### config.mk
export PLATFORM = sky130hd
export DESIGN_NAME = eag_unit
export DESIGN_NICKNAME = d
export VERILOG_FILES = /design/src/rtl/eag_pkg.sv /design/src/rtl/eag_calc.sv /design/src/rtl/eag_seq.sv /design/src/rtl/eag_unit.sv
export SDC_FILE = /design/constraint.sdc
export NUM_CORES = 1
export LEC_CHECK = 0
export BUFFER_PORTS_ARGS = -buffer_cell sky130_fd_sc_hd__buf_2
export CAP_MARGIN = 20
export CORE_MARGIN = 8
export CORE_UTILIZATION = 50
export DETAILED_ROUTE_END_ITERATION = 6
export PLACE_DENSITY = 0.74
export SLEW_MARGIN = 10
export SYNTH_ARGS = -nofsm -noshare
export SYNTH_HDL_FRONTEND = slang
export SYNTH_HIERARCHICAL = 1
export SYNTH_SLANG_ARGS = --single-unit
### constraint.sdc
create_clock -name clk -period 5.45 [get_ports clk]
set_input_delay 0.2725 -clock clk [delete_from_list [all_inputs] [get_ports clk]]
set_output_delay 0.2725 -clock clk [all_outputs]
set_load 0.005 [all_outputs]
### src/rtl/eag_pkg.sv
package eag_pkg;
  typedef enum logic [2:0] {
    AM_IMM  = 3'd0,
    AM_REG  = 3'd1,
    AM_DIR  = 3'd2,
    AM_RIND = 3'd3,
    AM_DISP = 3'd4,
    AM_IDX  = 3'd5,
    AM_STK  = 3'd6,
    AM_PIND = 3'd7
  } amode_e;

  typedef enum logic {
    SQ_IDLE  = 1'b0,
    SQ_FETCH = 1'b1
  } seq_state_e;
endpackage

### src/rtl/eag_calc.sv
module eag_calc
  import eag_pkg::*;
#(
  parameter int W   = 32,
  parameter int SCW = 2
) (
  input  logic [2:0]     mode,
  input  logic [W-1:0]   seg_start,
  input  logic [W-1:0]   base,
  input  logic [W-1:0]   index,
  input  logic [SCW-1:0] scale,
  input  logic [W-1:0]   disp,
  input  logic [W-1:0]   sp,
  input  logic [W-1:0]   imm,
  input  logic [W-1:0]   reg_val,
  output logic [W-1:0]   value,
  output logic           is_addr,
  output logic           is_ind,
  output logic [W-1:0]   ptr_addr
);
  logic [W-1:0] scaled_idx;
  logic [W-1:0] seg_base;
  logic [W-1:0] seg_disp;

  // index times 2**scale, done as a shift; wraps at W bits
  assign scaled_idx = index << scale;
  assign seg_base   = seg_start + base;
  assign seg_disp   = seg_start + disp;
  assign ptr_addr   = seg_disp;
  assign is_ind     = (mode == AM_PIND);

  always_comb begin
    value   = '0;
    is_addr = 1'b1;
    case (amode_e'(mode))
      AM_IMM: begin
        value   = imm;
        is_addr = 1'b0;
      end
      AM_REG: begin
        value   = reg_val;
        is_addr = 1'b0;
      end
      AM_DIR:  value = seg_disp;
      AM_RIND: value = seg_base;
      AM_DISP: value = seg_base + disp;
      AM_IDX:  value = seg_base + disp + scaled_idx;
      AM_STK:  value = seg_start + sp;
      default: value = seg_disp;
    endcase
  end
endmodule

### src/rtl/eag_seq.sv
module eag_seq
  import eag_pkg::*;
#(
  parameter int W = 32
) (
  input  logic         clk,
  input  logic         rst_n,
  input  logic         start,
  input  logic         is_ind,
  input  logic [W-1:0] calc_value,
  input  logic         calc_is_addr,
  input  logic [W-1:0] ptr_addr,
  input  logic [W-1:0] seg_start,
  input  logic         mem_valid,
  input  logic [W-1:0] mem_rdata,
  output logic         done,
  output logic [W-1:0] result,
  output logic         res_is_addr,
  output logic         busy,
  output logic         mem_req,
  output logic [W-1:0] mem_addr
);
  seq_state_e   state_q, state_d;
  logic         done_q, done_d;
  logic         req_q, req_d;
  logic [W-1:0] res_q, res_d;
  logic         kind_q, kind_d;
  logic [W-1:0] addr_q, addr_d;
  logic [W-1:0] seg_q, seg_d;
  logic         res_en, addr_en;

  always_comb begin
    state_d = state_q;
    done_d  = 1'b0;
    req_d   = req_q;
    res_d   = res_q;
    kind_d  = kind_q;
    addr_d  = addr_q;
    seg_d   = seg_q;
    res_en  = 1'b0;
    addr_en = 1'b0;
    case (state_q)
      SQ_IDLE: begin
        if (start) begin
          if (is_ind) begin
            state_d = SQ_FETCH;
            req_d   = 1'b1;
            addr_d  = ptr_addr;
            seg_d   = seg_start;
            addr_en = 1'b1;
          end else begin
            done_d  = 1'b1;
            res_d   = calc_value;
            kind_d  = calc_is_addr;
            res_en  = 1'b1;
          end
        end
      end
      SQ_FETCH: begin
        if (mem_valid) begin
          state_d = SQ_IDLE;
          req_d   = 1'b0;
          done_d  = 1'b1;
          res_d   = seg_q + mem_rdata;
          kind_d  = 1'b1;
          res_en  = 1'b1;
        end
      end
      default: state_d = SQ_IDLE;
    endcase
  end

  always_ff @(posedge clk or negedge rst_n) begin
    if (!rst_n) begin
      state_q <= SQ_IDLE;
      done_q  <= 1'b0;
      req_q   <= 1'b0;
      res_q   <= '0;
      kind_q  <= 1'b0;
      addr_q  <= '0;
      seg_q   <= '0;
    end else begin
      state_q <= state_d;
      done_q  <= done_d;
      req_q   <= req_d;
      if (res_en) begin
        res_q  <= res_d;
        kind_q <= kind_d;
      end
      if (addr_en) begin
        addr_q <= addr_d;
        seg_q  <= seg_d;
      end
    end
  end

  assign done        = done_q;
  assign result      = res_q;
  assign res_is_addr = kind_q;
  assign busy        = (state_q == SQ_FETCH);
  assign mem_req     = req_q;
  assign mem_addr    = addr_q;

  // a pending pointer read holds its request and address until answered
  assert_req_hold_R8: assert property (@(posedge clk) disable iff (!rst_n)
    (mem_req && !mem_valid) |=> (mem_req && $stable(mem_addr)));

  // an answered read yields done on the next cycle
  assert_done_after_ret_R8: assert property (@(posedge clk) disable iff (!rst_n)
    (mem_req && mem_valid) |=> (done && res_is_addr && !mem_req));

  // done never shows while a fetch is pending
  assert_busy_no_done_R10: assert property (@(posedge clk) disable iff (!rst_n)
    busy |-> !done);
endmodule

### src/rtl/eag_unit.sv
module eag_unit
  import eag_pkg::*;
#(
  parameter int W   = 32,
  parameter int SCW = 2
) (
  input  logic           clk,
  input  logic           rst_n,
  input  logic           start,
  input  logic [2:0]     mode,
  input  logic [W-1:0]   seg_start,
  input  logic [W-1:0]   base,
  input  logic [W-1:0]   index,
  input  logic [SCW-1:0] scale,
  input  logic [W-1:0]   disp,
  input  logic [W-1:0]   sp,
  input  logic [W-1:0]   imm,
  input  logic [W-1:0]   reg_val,
  input  logic           mem_valid,
  input  logic [W-1:0]   mem_rdata,
  output logic           mem_req,
  output logic [W-1:0]   mem_addr,
  output logic           busy,
  output logic           done,
  output logic           res_is_addr,
  output logic [W-1:0]   result
);
  localparam int SYNC_STAGES = 2;

  logic [SYNC_STAGES-1:0] rst_pipe;
  logic                   rst_sync_n;
  logic [W-1:0]           calc_value;
  logic                   calc_is_addr;
  logic                   calc_is_ind;
  logic [W-1:0]           ptr_addr;

  always_ff @(posedge clk or negedge rst_n) begin
    if (!rst_n) rst_pipe <= '0;
    else        rst_pipe <= {rst_pipe[SYNC_STAGES-2:0], 1'b1};
  end
  assign rst_sync_n = rst_pipe[SYNC_STAGES-1];

  eag_calc #(.W(W), .SCW(SCW)) u_calc (
    .mode      (mode),
    .seg_start (seg_start),
    .base      (base),
    .index     (index),
    .scale     (scale),
    .disp      (disp),
    .sp        (sp),
    .imm       (imm),
    .reg_val   (reg_val),
    .value     (calc_value),
    .is_addr   (calc_is_addr),
    .is_ind    (calc_is_ind),
    .ptr_addr  (ptr_addr)
  );

  eag_seq #(.W(W)) u_seq (
    .clk          (clk),
    .rst_n        (rst_sync_n),
    .start        (start),
    .is_ind       (calc_is_ind),
    .calc_value   (calc_value),
    .calc_is_addr (calc_is_addr),
    .ptr_addr     (ptr_addr),
    .seg_start    (seg_start),
    .mem_valid    (mem_valid),
    .mem_rdata    (mem_rdata),
    .done         (done),
    .result       (result),
    .res_is_addr  (res_is_addr),
    .busy         (busy),
    .mem_req      (mem_req),
    .mem_addr     (mem_addr)
  );

  // outputs quiet while reset is held
  always @(posedge clk) begin
    if (!rst_sync_n) begin
      assert_reset_quiet_R11: assert (!done && !busy && !mem_req);
    end
  end

  // immediate operand passes through after one cycle
  assert_imm_pass_R1: assert property (@(posedge clk) disable iff (!rst_sync_n)
    (start && !busy && mode == AM_IMM) |=> (done && !res_is_addr && result == $past(imm)));

  // register operand passes through, no memory request
  assert_reg_pass_R2: assert property (@(posedge clk) disable iff (!rst_sync_n)
    (start && !busy && mode == AM_REG) |=> (done && !res_is_addr && !mem_req && result == $past(reg_val)));

  // a start during a pending fetch changes nothing
  assert_start_ignored_R10: assert property (@(posedge clk) disable iff (!rst_sync_n)
    (busy && start && !mem_valid) |=> (busy && !done && $stable(mem_addr)));

  // every done traces back to an accepted start or an answered read
  assert_done_cause_R12: assert property (@(posedge clk) disable iff (!rst_sync_n)
    done |-> ($past(start && !busy && mode != AM_PIND) || $past(mem_req && mem_valid)));
endmodule

After elaboration in Yosys (flattened, before gate mapping)

Index checks and enable logic that the tools add are counted.

Add/sub/neg operators: 6
Equal/unequal tests: 10
Shift operators: 1
Multiplexer cells: 23
Bitwise logic cells: 1
Reduce and logical (&&, ||, !) cells: 5

Operator list:

| kind                                                                   | count |
|---|---|
| 32-bit adder                                                           | 6 |
| 32-bit one-hot mux with 6 select lines                                 | 1 |
| 32-bit two-way mux                                                     | 3 |
| 32-bit one-hot mux with 2 select lines                                 | 1 |
| 32-bit by 2-bit left shift with 32-bit output                          | 1 |
| 1-bit two-way mux                                                      | 14 |
| 3-bit equality test (second input constant)                            | 4 |
| 2-bit != test (second input constant)                                  | 4 |
| 1-bit one-hot mux with 2 select lines                                  | 4 |
| 4-bit AND reduction                                                    | 2 |
| 3-bit by 1-bit equality test with 1-bit output (second input constant) | 1 |
| 3-bit by 2-bit equality test with 1-bit output (second input constant) | 1 |
| 3-bit zero test                                                        | 1 |
| 3-bit AND reduction                                                    | 1 |
| 2-bit OR reduction                                                     | 1 |
| 1-bit NOT                                                              | 1 |

Register bits after elaboration: 102
Output and inout port bits: 68

Longest topological paths before layout

Gate-level depths: netlist (run 1).

Word-level depth: 7
Mapped depth: 34
Gate-level depth less buffers: 34

Cells and area by module

The synthesis (run 1) kept the hierarchy.

By module, submodules not included:

| module   | times used | cells each | area each (um^2) | seq. area each (um^2) |
|---|---|---|---|---|
| eag_calc | 1          | 1,444      | 10,097.2         | 0.0 |
| eag_seq  | 1          | 526        | 5,602.9          | 2,502.4 |
| eag_unit | 1          | 3          | 53.8             | 50.0 |

Least setup slack after synthesis (run 1)

No wires, ideal clock.

Kind: input to register
Start: input port seg_start[0]
End: register u_seq.res_q[31] (netlist: u_seq/result[31])
Arrival time: 6,028 ps
Data required time: 5,326 ps
Slack: -702 ps
Cell stages on the path: 32
Buffers on the path: 0
Path through: ha_1 fa_1 a21oi_1 o211ai_1 a31oi_1 o41ai_2 a21oi_1 o21ai_0 a21oi_1 xnor2_1 ha_1 a31oi_1 o21ai_0 a221o_1 o2111ai_1 a31oi_1 o21a_1 nor2_1 xnor2_1 ha_1 a21o_1 a21oi_1 o22ai_1 o41ai_1 xnor2_1 and3_1 mux2i_1 a32oi_1 and3_1 a21oi_1 o21ai_0 a211o_1

Cells in the longest elaborated chain, start to end: 7
Elaborated cells between the ends (all ways): 9
Classes of those cells: add/sub: 5; mux: 4

Ends and longest elaborated chain:

| item                                     | RTL line                       | RTL |
|---|---|---|
| start: declaration                       | eag_unit.sv:11                 | `input logic [W-1:0] seg_start,` |
| 32-bit adder                             | eag_calc.sv:27                 | `assign seg_base = seg_start + base;` |
| 32-bit adder                             | eag_calc.sv:46, eag_calc.sv:47 |  |
| 32-bit adder                             | eag_calc.sv:47                 | `AM_IDX: value = seg_base + disp + scaled_idx;` |
| 32-bit one-hot mux with 6 select lines * | eag_calc.sv:35                 | `case (amode_e'(mode))` |
| named net calc_value[31]                 | eag_unit.sv:32                 | `logic [W-1:0] calc_value;` |
| 32-bit two-way mux *                     | eag_seq.sv:45                  | `if (is_ind) begin` |
| 32-bit two-way mux *                     | eag_seq.sv:44                  | `if (start) begin` |
| 32-bit one-hot mux with 2 select lines * | eag_seq.sv:42                  | `case (state_q)` |
| end signal: assignment                   | eag_seq.sv:87                  | `res_q <= res_d;` |
| end: declaration                         | eag_seq.sv:26                  | `logic [W-1:0] res_q, res_d;` |

Mark *: on every way through the listed nets, which the timed path passes. The rest lies on a longest branch. The select of a mux whose other input is x is not followed.
A chain may end at the register's enable or synchronous reset.

Worst setup path in the final report (run 1)

Start: input port seg_start[4]
End: register u_seq.res_q[31] (netlist: u_seq/result[31])

The elaborated chain is that of the path after synthesis.

==> metrics, run 1 <==
R2R Setup Slk=2.28 ns; Fin. Hold Viols=0; status=complete, but fails checks; slew margin rel.=0.231; gpl congestion=1.02; Die Wd=194 microns; I/O pin count=333; Reg area=0.00256 sq mm; Hold WS=0.193 ns; Most Crowded Layer GR=met2; CTS tree=built; GR met3 Demand/Resource=0.0540; final core utilization=0.690; pin slew with the least headroom to its limit=1.15 ns; Peak VDD IR=0.000272 V; violated checks=setup timing; worst r2r src=u_seq/busy; Cell Int Power=4.32 mW; sequential power share=0.145; RSZ-0062 raised after global routing=yes; Worst path max stage delay=0.40 ns; dpl cell area=0.0203 sq mm; Power Density=363 mW/mm^2; total track usage=0.357; DR pass1 iterations=6; largest net degree at the start of global routing=64; CP Capture Point=u_seq/result[31]; area leader, netlist=dfrtp_1; worst path required time=5.70 ns; vias in the first global route=18300; Nets=3070; antenna-violating nets left=0; critical-path maximum fanout=4; Die Ht=194 microns; final worst-path cycle share=1.15; final setup fails=15; clock share of power=0.097; Port Buffers=332; root buffer cell=clkbuf_16; antenna violations before repair=4; Worst-path clk slew=0.08 ns; share of the synthesized area in the top cell type=0.162; clock skew=0.0101 ns; max-slew violation count=0; sequential share of the synthesized area=0.162; LEAKAGE=10.3 nW; GRT met2 Usage=0.554; synthesis-to-finish area growth=37.2%; slowest CP cell=a221o_1; initial drt markers=1997; worst hold-check path type=in -> reg; startpoint types=input port; Design Area, Final=0.0216 sq mm; worst skew pair latency=0.36 ns; Remaining DRCs=0; Final Critical Period=6.25 ns; Reg2Reg Depth=8; CTS Buf Count=9; Clock Sinks=102; syn_nets=2431; CP Capture Type=flip-flop; first-pass GRT wire length=105 mm; ys flop type=dfrtp_1; reg2reg end=u_seq/result[31]; PnR worst setup slack=-0.795 ns; final wirelength=70.9 mm; maximum clock frequency=0.160 GHz; multi-input logic area=0.0134 sq mm; area of the core=0.0313 sq mm; Net Switching=3.52 mW; # fillers=2659; syn_area_per_cell=7.98 sq um; maximum root-to-sink buffer count=2; worst setup path start=seg_start[4]; CP Class=in -> reg; GR Overflow Total=0; Async SR Flop Fraction=1.00; FF+latch count, synth=102; share of post-route cells with drive strength above 1=0.364; post-synthesis cell type count=84; Post-synth EDFFs=0; Netlist Area Pre-Place=0.0158 sq mm; die area=0.0374 sq mm; initial core utilization=0.503; met1 usage=0.502; H-tree levels=3; routed via count=19100; switching share of power=0.449; wire per inst=23.4 microns; Yosys warning total=6; Cells after Synth=1973; MaxCap Viol Count=0; largest cells by area after synthesis=dfrtp_1 (16%), ha_1 (15%), a21oi_1 (7.5%); worst slack at placement=-1.27 ns; crit path DAT=6.50 ns; combinational share of power=0.757; std cell rows=65; Via-to-Cell Ratio=6.30; Detail Placement HPWL=58.5 mm
==> worst min path at each step <==
stage / end / slack [ns] / cells after the start / start
3_5_place_dp: rst_pipe[0] / 0.07 / 1 / rst_n
5_1_grt: u_seq/busy / 0.19 / 2 / mem_valid
2_1_floorplan: rst_pipe[0] / -0.02 / 0 / rst_n
6_report: u_seq/busy / 0.19 / 2 / mem_valid
4_1_cts: u_seq/busy / 0.18 / 2 / mem_valid
3_3_place_gp: rst_pipe[0] / 0.06 / 1 / rst_n
==> synth_stat cells, types with 5 or more instances <==
library cell and count:
a2111oi_0 6, o22ai_1 18, o211ai_1 23, nand2_1 152
and3_1 25, a31o_2 5, a21oi_1 235, o21a_1 27
a221o_1 6, a21boi_0 8, nor3_1 43, buf_1 10
fa_1 6, ha_1 187, xnor2_1 112, xor2_1 47
nor2_1 167, a221oi_1 7, a31oi_1 27, and2_1 10
a22oi_1 9, nor2b_1 20, inv_1 55, clkbuf_1 63
nor4_1 6, o21bai_1 18, o31ai_1 8, o21ai_0 138
a211oi_1 32, mux4_2 29, dfrtp_1 102, a211o_1 8
nor3b_1 6, nand3_1 30, o221ai_1 10, nand4_1 22
a41oi_1 5, o31a_1 5, mux2i_1 32, a21o_1 72
mux2_2 68, o21ai_1 11, nand2b_1 18, o22a_1 7
==> power by group through the flow <==
stage	Combinational [mW]	Clock, mW	Sequential (mW)
finish	5.93	0.764	1.14
global route	6.33	0.801	1.16
CTS	5.48	0.770	1.13
detailed placement	5.18	0	1.15
global placement	5.10	0	1.14
floorplan	2.97	0	1.13
==> flip-flops by register name, indices dropped and copies added, names as in the netlist <==
register           cells
u_seq/mem_req          1
u_seq/result          32
u_seq/res_is_addr      1
u_seq/done             1
u_seq/mem_addr        32
u_seq/seg_q           32
rst_pipe               2
u_seq/busy             1
==> placed cells by master (no fill, tap or decap), drive strengths merged, types with 20 or more instances in the layout <==
| master | count |
|---|---|
| mux2i | 32 |
| o211ai | 23 |
| ha | 187 |
| nand2 | 153 |
| mux4 | 29 |
| dfrtp | 102 |
| inv | 57 |
| nor3 | 43 |
| nand3 | 30 |
| a21oi | 240 |
| a21o | 72 |
| xor2 | 47 |
| and3 | 25 |
| a31oi | 28 |
| nand4 | 22 |
| buf | 705 |
| a211oi | 33 |
| o21ai | 150 |
| mux2 | 68 |
| nor2 | 167 |
| o21a | 27 |
| xnor2 | 112 |
| nor2b | 20 |
==> timing repair <==
| action | 4_1_cts | 5_1_grt |
|---|---|---|
| hold buffers | 1 | 0 |
| resized for setup | 67 | 78 |
| pin swaps | 55 | 66 |
| hold endpoints to repair | 2 | 0 |
| endpoints found under the setup margin | 15 | 19 |
| buffers inserted | 25 | 12 |
==> metal layers <==
metal  part of all wire  wire length [microns]
met1               0.43                  30700
met5                  0                      0
met3               0.10                   7150
met4              0.030                   2150
met2               0.44                  30900
==> final cells by class <==
| cell class | count | share of cell area |
|---|---|---|
| Timing Repair Buffer | 706 | 0.209 |
| Antenna cell | 6 | 0.000695 |
| Tap cell | 402 | 0.0233 |
| Inverter | 57 | 0.0100 |
| Clock inverter | 7 | 0.00562 |
| Clock buffer | 9 | 0.0104 |
| Sequential cell | 102 | 0.118 |
| Multi-Input combinational cell | 1736 | 0.622 |
==> through the flow <==
stage / std cells / total power [mW] / TNS (ns)
floorplan: 1973 / 4.10 / -0.869
global placement: 2966 / 6.24 / -13.56
detailed placement: 2966 / 6.33 / -14.90
CTS: 3007 / 7.38 / -6.19
global route: 3023 / 8.29 / -10.39
finish: 3025 / 7.84 / -7.37
==> worst max-delay path, delay by kind of cell <==
kind	cells	cell delay [ns]
fa+ha+maj	3	0.85
simple gates	6	0.83
buf+inv	2	0.26
compound gates	19	3.66
mux	1	0.23
xor+xnor	2	0.39
==> kinds of logic after synthesis <==
family | Yosys count | synth area share
compound gates | 734 | 0.298
xor+xnor | 159 | 0.0884
fa+ha+maj | 193 | 0.156
buf+inv | 135 | 0.0330
flops | 102 | 0.162
mux | 129 | 0.110
other cells | 1 | 0.000238
simple gates | 520 | 0.152
Power figures use the tool's default switching activity.
==> run 2: changes to the inputs <==
CORE_ASPECT_RATIO = 0.7   (was not set)
==> run 2 against run 1 <==
Effect of this change: the flow still finishes with violations (setup timing); largest power group unchanged; flip-flop and latch count unchanged; highest routed layer is now met5; sequential power is essentially flat; sequential share of layout area decreased by 0.12 points; critical path depth is 5 higher.
==> metrics, run 2 (synthesized netlist as in run 1, its figures left out) <==
status=complete, but fails checks; violated checks=setup timing; PnR worst setup slack=-0.846 ns; Die Wd=228 microns; CTS tree=built; final worst-path cycle share=1.16; clock skew=0.00947 ns; initial core utilization=0.507; final setup fails=15; largest net degree at the start of global routing=55; share of post-route cells with drive strength above 1=0.374; worst path required time=5.66 ns; slew margin rel.=0.277; Remaining DRCs=0; Reg area=0.00256 sq mm; Worst path max stage delay=0.36 ns; die area=0.0375 sq mm; maximum clock frequency=0.159 GHz; H-tree levels=3; CP Buf/Inv Count=9; Peak VDD IR=0.000256 V; met1 usage=0.466; gpl congestion=1.02; pin slew with the least headroom to its limit=1.08 ns; Power Density=357 mW/mm^2; worst skew pair latency=0.37 ns; MaxCap Viol Count=0; post-route total power=7.79 mW; root buffer cell=clkbuf_16; CP Capture Type=flip-flop; final core utilization=0.702; most frequent cells in the layout=buf_4 (395), buf_2 (329), a21oi_1 (211), ha_1 (180), nor2_1 (160); Worst path depth=38; commonest non-fill, non-tap cell in the layout=buf_4; maximum root-to-sink buffer count=2; initial drt markers=1930; DR pass1 iterations=6; Nets=3103; area of the core=0.0311 sq mm; CTS Buf Count=9; synthesis-to-finish area growth=38.5%; Worst-path clk slew=0.07 ns; total track usage=0.366; Clock Sinks=102; Via-to-Cell Ratio=6.28; Port Buffers=332; startpoint types=input port; vias in the first global route=19000; max-slew violation count=0; std cell rows=54; GRT met2 Usage=0.586; final wirelength=72.5 mm; routed via count=19300; Reg2Reg Depth=10; wire per inst=23.6 microns; first-pass GRT wire length=108 mm; GR Overflow Total=0; crit path DAT=6.50 ns; multi-input logic area=0.0134 sq mm; Final Critical Period=6.30 ns; CP Class=in -> reg; # fillers=2508; GR met3 Demand/Resource=0.0668; RSZ-0062 raised after global routing=yes; CP delay by family, top=compound AO/OA/AOI/OAI gates; LEAKAGE=10.4 nW; Die Ht=165 microns; Most Crowded Layer GR=met2; Top cell by count, worst path=buf_4; slowest CP cell=fa_2; cell depth of the worst hold path=2; antenna-violating nets left=0; Detail Placement HPWL=59.1 mm; critical-path maximum fanout=3; worst hold-check path type=in -> reg; antenna violations before repair=5; Fin. Hold Viols=0; I/O pin count=333
==> run 2: worst paths after layout <==
kind	start	endpoint	slack (ns)
max	seg_start[0]	u_seq/result[30]	-0.85
min	mem_valid	u_seq/busy	0.21
max reg2reg	u_seq/seg_q[0]	u_seq/result[28]	2.29
min reg2reg	rst_pipe[1]	u_seq/seg_q[28]	0.36
max in group asynchronous	rst_pipe[1]	u_seq/result[30]	3.88
min in group asynchronous	rst_n	rst_pipe[0]	0.24
==> run 2: area by class of cell <==
cell class,count,share of cell area
Multi-Input combinational cell,1736,0.616
Timing Repair Buffer,739,0.219
Sequential cell,102,0.117
Tap cell,420,0.0241
Clock buffer,10,0.0105
Inverter,57,0.00981
Clock inverter,6,0.00281
Antenna cell,2,0.000229
==> run 2: what timing repair did <==
action	CTS	global route
setup endpoints to repair	17	21
pin swaps	85	70
gates cloned	0	0
endpoints found under the hold margin	2	0
gates resized for setup	79	77
hold buffers	1	0
buffers inserted	69	14
==> run 2: per-layer routing <==
metal / wire, microns / vias to the layer above
met5: 64 / -
met4: 4530 / 10
met3: 6350 / 251
met2: 32000 / 1145
met1: 29600 / 9070
li1: - / 8810
==> run 2: power breakdown <==
part	internal (mW)	leakage (nW)	switching, mW
Sequential	0.984	1.23	0.163
Clock	0.356	0.143	0.309
Combinational	2.94	9.02	3.03
==> run 2: metrics by stage <==
| stage | hold slack [ns] | cells | setup slack (ns) | instance area (sq um) | setup TNS (ns) |
|---|---|---|---|---|---|
| 2_1_floorplan | -0.0231 | 1973 | -0.413 | 15900 | -0.869 |
| 3_3_place_gp | 0.0568 | 2989 | -1.30 | 20300 | -13.89 |
| 3_5_place_dp | 0.0587 | 2989 | -1.36 | 20300 | -14.47 |
| 4_1_cts | 0.191 | 3071 | -0.893 | 21400 | -7.48 |
| 5_1_grt | 0.193 | 3070 | -1.10 | 21800 | -11.76 |
| 6_report | 0.209 | 3072 | -0.846 | 21800 | -7.84 |
==> run 3: changes to the inputs <==
CORE_MARGIN = 2   (was 8)
==> run 3 against run 2 <==
Effect of this change: the flow still finishes with violations (setup timing); sequential power about the same; global-route usage up 3.7 points; hold slack worse by 0.042 ns; combinational power down 1%; routed wire length down 3.9%; critical path type unchanged; highest routed layer unchanged.
==> metrics, run 3 (synthesized netlist as in run 1, its figures left out) <==
CTS Buf Count=9; total track usage=0.403; synthesis-to-finish area growth=37.7%; Clock Sinks=102; final core utilization=0.698; Die Wd=216 microns; Peak VDD IR=0.000213 V; status=complete, but fails checks; std cell rows=54; Detail Placement HPWL=56.6 mm; Placed Cells incl. Taps=2979; worst skew pair latency=0.36 ns; most frequent cells in the layout=buf_4 (359), buf_2 (329), a21oi_1 (209), ha_1 (175), nor2_1 (158); Nets=3072; slowest CP cell=a2111o_1; RSZ-0062 raised after global routing=yes; Final Critical Period=6.30 ns; GR Overflow Total=0; # fillers=2580; first-pass GRT wire length=102 mm; CP Capture Type=flip-flop; max-slew violation count=0; final wirelength=69.7 mm; clock skew=0.00726 ns; final worst-path cycle share=1.16; initial core utilization=0.507; worst r2r src=u_seq/busy; antenna-violating nets left=0; initial drt markers=2014; Remaining DRCs=0; maximum clock frequency=0.159 GHz; hold wc startpoint=mem_valid; Power Density=357 mW/mm^2; Die Ht=153 microns; pin slew with the least headroom to its limit=1.12 ns; worst setup path start=seg_start[0]; violated checks=setup timing; maximum root-to-sink buffer count=2; Worst path max stage delay=0.39 ns; root buffer cell=clkbuf_16; worst path required time=5.70 ns; Fin. Hold Viols=0; crit path DAT=6.55 ns; routed via count=19100; Via-to-Cell Ratio=6.25; antenna violations before repair=16; wire per inst=22.8 microns; Port Buffers=332; vias in the first global route=18200; MaxCap Viol Count=0; Design Area, Final=0.0217 sq mm; fin cells=3049; CTS tree=built; share of post-route cells with drive strength above 1=0.370; Worst-path clk slew=0.07 ns; die area=0.0330 sq mm; I/O pin count=333; CP Class=in -> reg; startpoint types=input port; slew margin rel.=0.251; PnR worst setup slack=-0.850 ns; critical-path maximum fanout=2; final setup fails=17; DR pass1 iterations=6; H-tree levels=3; Top cell by count, worst path=a21o_1; largest net degree at the start of global routing=60; dpl cell area=0.0202 sq mm; area of the core=0.0311 sq mm; worst hold-check path type=in -> reg; LEAKAGE=10.3 nW; commonest non-fill, non-tap cell in the layout=buf_4; gpl congestion=1.00; Sum Neg Setup Slack=-9.02 ns
[run 3: critical path: cells and delay by family]
kind / cells / cell delay, ns
AO/OA/AOI/OAI: 18 / 3.35
adder cells (fa/ha/maj): 4 / 1.06
AND/OR/NAND/NOR: 4 / 0.68
multiplexers: 1 / 0.18
XOR/XNOR: 3 / 0.46
buffers and inverters: 4 / 0.53
[run 3: what timing repair did]
item	in CTS	in global routing
setup endpoints to repair	17	21
setup buffers	30	22
resized for setup	85	85
endpoints found under the hold margin	2	0
pin swaps	75	59
hold buffers	1	0
[run 3: where the power goes]
| part | switching (mW) | internal [mW] |
|---|---|---|
| clock network | 0.296 | 0.381 |
| registers | 0.157 | 0.984 |
| logic | 3.00 | 2.91 |
[run 3: layer usage]
metal,wire [microns],share of wire,GRT usage
met5,90,0.0013,0
met1,28100,0.40,0.522
met2,30300,0.44,0.627
met3,6800,0.098,0.0906
met4,4370,0.063,0.214
[run 3: worst paths after layout]
| kind | slack, ns | to | cells after the start |
|---|---|---|---|
| max in group asynchronous | 3.95 | u_seq/mem_addr[7] | 1 |
| min reg2reg | 0.32 | u_seq/busy | 0 |
| max | -0.85 | u_seq/result[31] | 34 |
| max reg2reg | 2.15 | u_seq/mem_addr[28] | 5 |
| min | 0.17 | u_seq/busy | 2 |
| min in group asynchronous | 0.22 | rst_pipe[1] | 2 |
[run 3: per-stage QoR]
step / hold WS (ns) / setup slack [ns] / total power [mW]
floorplan: -0.0231 / -0.413 / 4.10
global placement: 0.0565 / -1.30 / 6.14
CTS: 0.155 / -0.822 / 7.28
detailed placement: 0.0587 / -1.32 / 6.23
finish: 0.167 / -0.850 / 7.73
global route: 0.183 / -1.11 / 8.20
[run 3: layout make-up]
type                            count  area (sq um)  share of cell area
Tap cell                          420           526              0.0242
Clock buffer                       11           253              0.0117
Timing Repair Buffer              708          4570               0.211
Multi-Input combinational cell   1736         13500               0.622
Inverter                           57           214             0.00987
Antenna cell                       10          25.0             0.00115
Clock inverter                      5          57.6             0.00265
Sequential cell                   102          2560               0.118
